<file path="src/rtl/irq_arb_pkg.sv">
package irq_arb_pkg;

  localparam int LVL_W = 3;
  typedef logic [LVL_W-1:0] lvl_t;

  // Processor-side acceptance test: global enable and strict level compare.
  function automatic logic cpu_takes(input logic valid, input logic ie,
                                     input lvl_t cur, input lvl_t win);
    return valid && ie && (cur < win);
  endfunction

  // Next state of one cause flag: an event beats a clear in the same cycle.
  function automatic logic flag_next(input logic cur, input logic clr,
                                     input logic evt);
    return (cur && !clr) || evt;
  endfunction

endpackage

</file>
<file path="src/rtl/irq_src_regs.sv">
module irq_src_regs
  import irq_arb_pkg::*;
#(
  parameter int NUM_SRC = 8,
  localparam int IDX_W = (NUM_SRC > 1) ? $clog2(NUM_SRC) : 1
) (
  input  logic                          clk,
  input  logic                          rst_n,
  input  logic [NUM_SRC-1:0]            evt_i,
  input  logic                          flag_clr_we,
  input  logic [NUM_SRC-1:0]            flag_clr_mask,
  input  logic                          en_we,
  input  logic [NUM_SRC-1:0]            en_wdata,
  input  logic                          prio_we,
  input  logic [IDX_W-1:0]              prio_sel,
  input  logic [LVL_W-1:0]              prio_wdata,
  output logic [NUM_SRC-1:0]            flag_q,
  output logic [NUM_SRC-1:0]            en_q,
  output logic [NUM_SRC-1:0][LVL_W-1:0] prio_q
);

  logic [NUM_SRC-1:0] clr_hit;
  assign clr_hit = flag_clr_we ? flag_clr_mask : '0;

  for (genvar i = 0; i < NUM_SRC; i++) begin : g_src
    always_ff @(posedge clk or negedge rst_n) begin
      if (!rst_n) begin
        flag_q[i] <= 1'b0;
        prio_q[i] <= '0;
      end else begin
        flag_q[i] <= flag_next(flag_q[i], clr_hit[i], evt_i[i]);
        if (prio_we && (prio_sel == IDX_W'(i))) prio_q[i] <= prio_wdata;
      end
    end

    // event sets the flag regardless of enable
    assert_flag_set_R1: assert property (@(posedge clk) disable iff (!rst_n)
      evt_i[i] |=> flag_q[i]);
    // a clear without a colliding event empties the flag
    assert_flag_clear_R6: assert property (@(posedge clk) disable iff (!rst_n)
      (clr_hit[i] && !evt_i[i]) |=> !flag_q[i]);
    // without event or clear a flag holds its value
    assert_flag_hold_R6: assert property (@(posedge clk) disable iff (!rst_n)
      (!clr_hit[i] && !evt_i[i]) |=> $stable(flag_q[i]));
  end

  always_ff @(posedge clk or negedge rst_n) begin
    if (!rst_n) en_q <= '0;
    else if (en_we) en_q <= en_wdata;
  end

endmodule

</file>
<file path="src/rtl/irq_winner_pick.sv">
module irq_winner_pick
  import irq_arb_pkg::*;
#(
  parameter int NUM_SRC = 8,
  localparam int IDX_W = (NUM_SRC > 1) ? $clog2(NUM_SRC) : 1
) (
  input  logic                          clk,
  input  logic                          rst_n,
  input  logic [NUM_SRC-1:0]            pend,
  input  logic [NUM_SRC-1:0][LVL_W-1:0] prio,
  output logic                          win_any,
  output logic [IDX_W-1:0]              win_idx,
  output logic [LVL_W-1:0]              win_lvl
);

  // Ascending scan, replacing only on a strictly higher level: ties keep the lower index.
  always_comb begin
    win_any = 1'b0;
    win_idx = '0;
    win_lvl = '0;
    for (int i = 0; i < NUM_SRC; i++) begin
      if (pend[i] && (!win_any || (prio[i] > win_lvl))) begin
        win_any = 1'b1;
        win_idx = IDX_W'(i);
        win_lvl = prio[i];
      end
    end
  end

  for (genvar i = 0; i < NUM_SRC; i++) begin : g_chk
    // no pending source outranks the chosen one
    assert_winner_max_R4: assert property (@(posedge clk) disable iff (!rst_n)
      pend[i] |-> (win_any && (win_lvl >= prio[i])));
    // on equal level the chosen index is not above any tied source
    assert_tie_low_R5: assert property (@(posedge clk) disable iff (!rst_n)
      (pend[i] && (prio[i] == win_lvl)) |-> (win_idx <= IDX_W'(i)));
  end

endmodule

</file>
<file path="src/rtl/irq_prio_arbiter.sv">
module irq_prio_arbiter
  import irq_arb_pkg::*;
#(
  parameter int NUM_SRC = 8,
  localparam int IDX_W = (NUM_SRC > 1) ? $clog2(NUM_SRC) : 1
) (
  input  logic               clk,
  input  logic               rst_n,
  input  logic [NUM_SRC-1:0] evt_i,
  input  logic               flag_clr_we,
  input  logic [NUM_SRC-1:0] flag_clr_mask,
  input  logic               en_we,
  input  logic [NUM_SRC-1:0] en_wdata,
  input  logic               prio_we,
  input  logic [IDX_W-1:0]   prio_sel,
  input  logic [LVL_W-1:0]   prio_wdata,
  input  logic               cpu_ie,
  input  logic [LVL_W-1:0]   cpu_il,
  output logic               req_valid,
  output logic [IDX_W-1:0]   req_idx,
  output logic [LVL_W-1:0]   req_lvl,
  output logic               req_accept
);

  logic [NUM_SRC-1:0]            flag_q;
  logic [NUM_SRC-1:0]            en_q;
  logic [NUM_SRC-1:0][LVL_W-1:0] prio_q;
  logic [NUM_SRC-1:0]            pend;
  logic                          win_any;
  logic [IDX_W-1:0]              win_idx;
  logic [LVL_W-1:0]              win_lvl;

  irq_src_regs #(.NUM_SRC(NUM_SRC)) u_regs (
    .clk(clk), .rst_n(rst_n), .evt_i(evt_i),
    .flag_clr_we(flag_clr_we), .flag_clr_mask(flag_clr_mask),
    .en_we(en_we), .en_wdata(en_wdata),
    .prio_we(prio_we), .prio_sel(prio_sel), .prio_wdata(prio_wdata),
    .flag_q(flag_q), .en_q(en_q), .prio_q(prio_q)
  );

  assign pend = flag_q & en_q;

  irq_winner_pick #(.NUM_SRC(NUM_SRC)) u_pick (
    .clk(clk), .rst_n(rst_n), .pend(pend), .prio(prio_q),
    .win_any(win_any), .win_idx(win_idx), .win_lvl(win_lvl)
  );

  always_ff @(posedge clk or negedge rst_n) begin
    if (!rst_n) begin
      req_valid <= 1'b0;
      req_idx   <= '0;
      req_lvl   <= '0;
    end else begin
      req_valid <= win_any;
      req_idx   <= win_idx;
      req_lvl   <= win_lvl;
    end
  end

  assign req_accept = cpu_takes(req_valid, cpu_ie, cpu_il, req_lvl);

  // a registered request traces back to a pending source one cycle earlier
  assert_req_needs_pend_R2: assert property (@(posedge clk) disable iff (!rst_n)
    req_valid |-> $past(|pend));
  // with nothing pending, the request is gone after the next edge
  assert_req_drops_R8: assert property (@(posedge clk) disable iff (!rst_n)
    !(|pend) |=> !req_valid);
  // a level-0 winner is never taken
  assert_lvl0_never_R7: assert property (@(posedge clk) disable iff (!rst_n)
    req_accept |-> (req_lvl != '0));
  // acceptance needs a live request and the global enable
  assert_accept_gate_R7: assert property (@(posedge clk) disable iff (!rst_n)
    req_accept |-> (req_valid && cpu_ie));

endmodule

</file>
<file path="config.mk">
export PLATFORM = sky130hd
export DESIGN_NAME = irq_prio_arbiter
export DESIGN_NICKNAME = d
export VERILOG_FILES = /design/src/rtl/irq_arb_pkg.sv /design/src/rtl/irq_src_regs.sv /design/src/rtl/irq_winner_pick.sv /design/src/rtl/irq_prio_arbiter.sv
export SDC_FILE = /design/constraint.sdc
export NUM_CORES = 1
export LEC_CHECK = 0
export BUFFER_PORTS_ARGS = -buffer_cell sky130_fd_sc_hd__buf_4
export CAP_MARGIN = 0
export CORE_AREA = 2 2 96 98
export CTS_CLUSTER_DIAMETER = 30
export DETAILED_ROUTE_END_ITERATION = 10
export DIE_AREA = 0 0 98 100
export PLACE_DENSITY = 0.6
export SYNTH_ARGS = -nofsm -noshare
export SYNTH_HDL_FRONTEND = slang
export SYNTH_HIERARCHICAL = 1
export SYNTH_SLANG_ARGS = --single-unit
</file>
<file path="constraint.sdc">
create_clock -name clk -period 23.8 [get_ports clk]
set_input_delay 1.19 -clock clk [delete_from_list [all_inputs] [get_ports clk]]
set_output_delay 1.19 -clock clk [all_outputs]
set_load 0.03 [all_outputs]
</file>
# Word level (Yosys, flattened, before mapping)
# Cells that the tools add are included.
[word_totals] regBits=47 input_bits=39 output_inout_bits=8 word_cells=116
[op_classes] n_lt_le_gt_ge=8 eq_ne=7 muxes=24 n_bitwise=1 reduce_logical=56
[ops] operator="two-way mux 3 bit" count=12
[ops] operator="logical AND 1 bit" count=25
[ops] operator="> comparator 3 bit" count=7
[ops] operator="zero test 1 bit" count=15
[ops] operator="logical OR 1 bit" count=15
[ops] operator="equality test 3 bit (second input constant)" count=4
[ops] operator="two-way mux 1 bit" count=9
[ops] operator="bitwise AND 8 bit" count=1
[ops] operator="two-way mux 8 bit" count=1
[ops] operator="equality test 3 x 2 -> 1 bit (second input constant)" count=2
[ops] operator="two-way mux 2 bit" count=2
[ops] operator="equality test 3 x 1 -> 1 bit (second input constant)" count=1
[ops] operator="zero test 3 bit" count=1
[ops] operator="< comparator 3 bit" count=1

# Depth between registers and ports, before layout
[logic_depth] depth_word=30 depth_mapped=49 depth_no_buf=45

# Modules after synthesis
# The synthesis kept the hierarchy.
[modules_own_cells] module="irq_src_regs" n_inst=1 cells_per_inst=98 area_per_inst_um2=1599.0 seq_area_each_um2=1001.0
[modules_own_cells] module="irq_winner_pick" n_inst=1 cells_per_inst=154 area_per_inst_um2=1101.1 seq_area_each_um2=0.0
[modules_own_cells] module="irq_prio_arbiter" n_inst=1 cells_per_inst=23 area_per_inst_um2=291.5 seq_area_each_um2=175.2

# Worst setup path before layout
# Ideal clock, no wire load.
[synth_path] kind="register to register" start="register u_regs.flag_q[0]" end="register req_lvl[2]" setup_ps=83 arrival_ps=8365 t_required_ps=23717 slack_ps=15352 stages_incl_launch_ff=48 n_path_buf=4 period_less_slack_ps=8448 cell_sequence="dfrtp_1 > and2_1 > buf_6 > nand2_1 > ha_1 > and3b_1 > o21a_1 > a21oi_1 > nor2_1 > ha_1 > nor2b_4 > o311a_4 > o21a_1 > o32a_1 > inv_1 > ha_1 > nand3_1 > o21ai_1 > [... 12 more ...] > a31oi_1 > buf_6 > nor2_1 > a21o_1 > ha_1 > a21oi_1 > a32oi_1 > o21a_2 > buf_6 > a2111o_1 > o221ai_1 > ha_1 > a21oi_1 > o21a_1 > o2bb2ai_1 > nor2_1 > nand2_1 > o22ai_1"
[synth_via] elab_chain_len=30 elab_cells_between_ends=44 classes_between="order compare: 7; mux: 15; bitwise: 1; reduce/logical: 21"
[synth_rtl] item="start, declared" line="irq_src_regs.sv:17" rtl="output logic [NUM_SRC-1:0] flag_q,"
[synth_rtl] item="start signal, assigned by index" line="irq_src_regs.sv:31" rtl="flag_q[i] <= flag_next(flag_q[i], clr_hit[i], evt_i[i]);"
[synth_rtl] item="bitwise AND 8 bit *" line="irq_prio_arbiter.sv:41" rtl="assign pend = flag_q & en_q;"
[synth_rtl] item="via pend[0]" line="irq_prio_arbiter.sv:28" rtl="logic [NUM_SRC-1:0] pend;"
[synth_rtl] item="two-way mux 3 bit or two-way mux 1 bit (tied branches)" line="irq_winner_pick.sv:22" rtl="if (pend[i] && (!win_any || (prio[i] > win_lvl))) begin"
[synth_rtl] item="> comparator 3 bit or zero test 1 bit (tied branches)" line="irq_winner_pick.sv:22"
[synth_rtl] item="logical OR 1 bit" line="irq_winner_pick.sv:22"
[synth_rtl] item="logical AND 1 bit" line="irq_winner_pick.sv:22"
[synth_rtl] item="two-way mux 3 bit or two-way mux 1 bit (tied branches)" line="irq_winner_pick.sv:22"
[synth_rtl] item="> comparator 3 bit or zero test 1 bit (tied branches)" line="irq_winner_pick.sv:22"
[synth_rtl] item="[... 16 more ...]"
[synth_rtl] item="logical OR 1 bit" line="irq_winner_pick.sv:22"
[synth_rtl] item="logical AND 1 bit" line="irq_winner_pick.sv:22"
[synth_rtl] item="two-way mux 3 bit or two-way mux 1 bit (tied branches)" line="irq_winner_pick.sv:22"
[synth_rtl] item="> comparator 3 bit or zero test 1 bit (tied branches)" line="irq_winner_pick.sv:22"
[synth_rtl] item="logical OR 1 bit" line="irq_winner_pick.sv:22"
[synth_rtl] item="logical AND 1 bit" line="irq_winner_pick.sv:22"
[synth_rtl] item="two-way mux 3 bit *" line="irq_winner_pick.sv:22"
[synth_rtl] item="via win_lvl[2]" line="irq_prio_arbiter.sv:31" rtl="logic [LVL_W-1:0] win_lvl;"
[synth_rtl] item="end signal, assigned" line="irq_prio_arbiter.sv:56" rtl="req_lvl <= win_lvl;"
[synth_rtl] item="end, declared" line="irq_prio_arbiter.sv:21" rtl="output logic [LVL_W-1:0] req_lvl,"
# Mark *: on every way through the listed nets, which the timed path passes. The rest lies on a longest branch.
# A chain may end at the register's enable or synchronous reset.

# Final worst setup path
[layout_path] start="register u_regs.flag_q[0]" end="register req_lvl[1]"
# The elaborated chain is that of the path after synthesis.

==> summary.txt <==
Status
  – Outcome: finished, final reports clean

Drt
  – Vias per cell: 5.270
  – Routed WL per cell: 15.63 um
  – Total Wirelength: 6.768 mm
  – 1st-pass router iterations: 4
  – Vias: 2282
  – DRC viols: 0
  – Final ANT Viol Nets: 0
  – 1st-iter DRT viols: 164

Min path
  – Hold Path Class: reg -> reg
  – Worst Hold Depth: 1

Cells and area
  – Final Non-Filler Cells: 433
  – Share of cells above drive strength 1: 0.3261
  – Commonest non-fill, non-tap cell in the layout: dfrtp_1
  – Filler cells: 875
  – Diodes inserted: 0
  – NumNets Final: 383
  – Final instance area: 3510 um^2
  – Most frequent cells in the layout: dfrtp_1 (47), buf_4 (46), mux2_2 (24), ha_1 (23), nand2_1 (21)
  – Layout area overhead: 17.32%

Logic synthesis
  – Compound-Gate Fraction of Synth Area: 0.1656
  – Number of distinct library cells after synthesis: 56
  – Mux share of post-synthesis cell area: 0.1355
  – Share of the synthesized area in the top cell type: 0.3931
  – Post-Synth XOR/XNOR Area: 0
  – Largest family of logic cells by synthesized area: simple AND/OR/NAND/NOR gates
  – Post-synthesis simple-gate area fraction: 0.1736
  – Post-synth ARST share: 1.000
  – Number of synthesized flops with an enable pin: 0
  – Top_reg_cell synth: dfrtp_1
  – Post-synthesis instance area: 2992 um^2
  – Synth Register Bits: 47
  – Total nets after synthesis: 337
  – Synth area leaders: dfrtp_1 (39%), ha_1 (9.6%), mux2_2 (9.0%), mux2_4 (4.5%), a21o_1 (2.8%)
  – Largest area contributor in the netlist: dfrtp_1
  – Ys Warns: 6
  – Post-Synthesis Cells: 275
  – Sequential area share after synthesis: 0.3931
  – Avg Cell Area, Syn: 10.88 um^2
  – Adder-Cell Fraction of Synth Area: 0.09619

STA
  – Final hold vios: 0
  – Max_slew headroom: 0.3714
  – Fmax achieved: 94.62 MHz
  – RSZ-0062 raised after global routing: false
  – Layout Skew: 0.006052 ns
  – Setup_tns: 0 ns
  – Slew Limit Fails: 0
  – Worst-margin pin slew: 0.9385 ns
  – Minimum clock period: 10.57 ns
  – Setup Viol. Count Final: 0
  – Hold_ws: 0.4813 ns
  – Final worst-path cycle share: 0.4441

Placed design
  – DP Cell Count: 425
  – GPL Wtd Cong: 0.8903
  – Port Buffers: 46
  – DP HPWL: 5.152 mm
  – Area after DPL: 3421 um^2

Clock tree
  – Root buffer cell: clkbuf_8
  – Post-CTS setup repair buffer count: 0
  – CTS H-tree lvls: 2
  – TritonCTS clock tree: yes
  – Post_cts resized: 0
  – Clock sink count: 47
  – CTS buffer count: 5
  – Skew-Pair Late Insertion Delay: 0.31 ns
  – Hold buffers post-CTS: 0
  – Maximum clock path buffer count: 2
  – Worst-path clk slew: 0.09 ns

Critical path
  – Slowest stage delay, CP: 0.77 ns
  – R2R cell count: 44
  – CP Class: reg -> reg
  – Critical path depth: 44
  – Crit Path Max Fanout: 11
  – Critical-path top delay cell: a31oi_1
  – Startpoint types: flip-flop
  – WP data required: 24.01 ns
  – CP Buf/Inv Count: 1
  – Worst EP arrival: 10.78 ns
  – Kind of cell adding the most delay to the critical path: compound AO/OA/AOI/OAI gates
  – Critical Path Sink Type: flip-flop
  – R2r setup slk: 13.23 ns

Global route
  – Initial antenna violation count: 0
  – Vias in the first global route: 2319
  – GR Overflow Total: 0
  – Largest net degree at the start of global routing: 48
  – GRT Overall Usage: 0.1468
  – First-pass GRT wire length: 11.57 mm

Power
  – Pwr dens: 105.8 nW/um^2
  – Final Power: 0.0003713 W
  – Pleak: 1.558 nW
  – Maximum vdd drop: 0.03555 mV

Die
  – Die width: 98 um
  – Core area: 8890 um^2
  – Initial core utilization: 0.3365
  – Die area: 9800 um^2
  – I/O pin total: 47
  – Die height: 100 um
  – Std-Cell Rows: 35

Flow run
  – Max cap viols: 0
-- layer usage --
layer / share of wire / track usage / vias to the layer above
met5: 0 / 0 / -
met4: 0.0025 / 0.03419 / 0
met3: 0.041 / 0.03691 / 2
met2: 0.47 / 0.2371 / 57
met1: 0.48 / 0.2000 / 1112
li1: - / - / 1111
-- sequential cells by signal, summed over array words and instances, names as in the netlist --
register       flops
req_idx            3
req_valid          1
u_regs/prio_q     24
req_lvl            3
u_regs/flag_q      8
u_regs/en_q        8
-- area by class of cell --
class	instances	area (um^2)	area share
clock buffer	6	72.57	0.02068
clock inverter	2	16.27	0.004635
inverter	14	52.55	0.01497
multi-input combinational	207	1708	0.4866
sequential	47	1176	0.3351
tap	111	138.9	0.03957
timing repair buffer	46	345.3	0.09840
-- final timing paths --
path | from | to
max | u_regs/flag_q[0] | req_lvl[1]
max in group asynchronous | rst_n | u_regs/en_q[6]
min reg2reg | u_regs/flag_q[7] | u_regs/flag_q[7]
max reg2reg | u_regs/flag_q[0] | req_lvl[1]
min | u_regs/flag_q[7] | u_regs/flag_q[7]
min in group asynchronous | rst_n | u_regs/prio_q[5]
-- stage by stage --
step / worst slack [ns] / utilization
5_1_grt: 12.38 / 0.3948
3_3_place_gp: 13.75 / 0.3848
6_report: 13.23 / 0.3948
2_1_floorplan: 15.35 / -
3_5_place_dp: 13.45 / 0.3848
4_1_cts: 13.40 / 0.3948
-- Yosys cell counts (all sizes together), types with 5 or more instances --
cell   instances
o21a           5
nand3          6
and2           9
o21ai          6
buf            6
a21o          11
dfrtp         47
inv           13
nor2          19
nand2         21
mux2          33
ha            23
a21oi         15
-- kinds of logic after synthesis --
group | after synthesis
buffers and inverters | 21
multiplexers | 33
flip-flops | 47
adder cells (fa/ha/maj) | 23
AND/OR/NAND/NOR | 84
AO/OA/AOI/OAI | 67
-- power by group --
group	total, W	internal (W)	switching [W]	leakage, nW
Combinational	0.000212	0.0000944	0.000117	0.973
Sequential	0.000110	0.0000973	0.0000125	0.543
Clock	0.0000498	0.0000211	0.0000286	0.0418
Total	0.000371	0.000213	0.000158	1.56
Note: power is estimated with default switching activity, not from simulation.
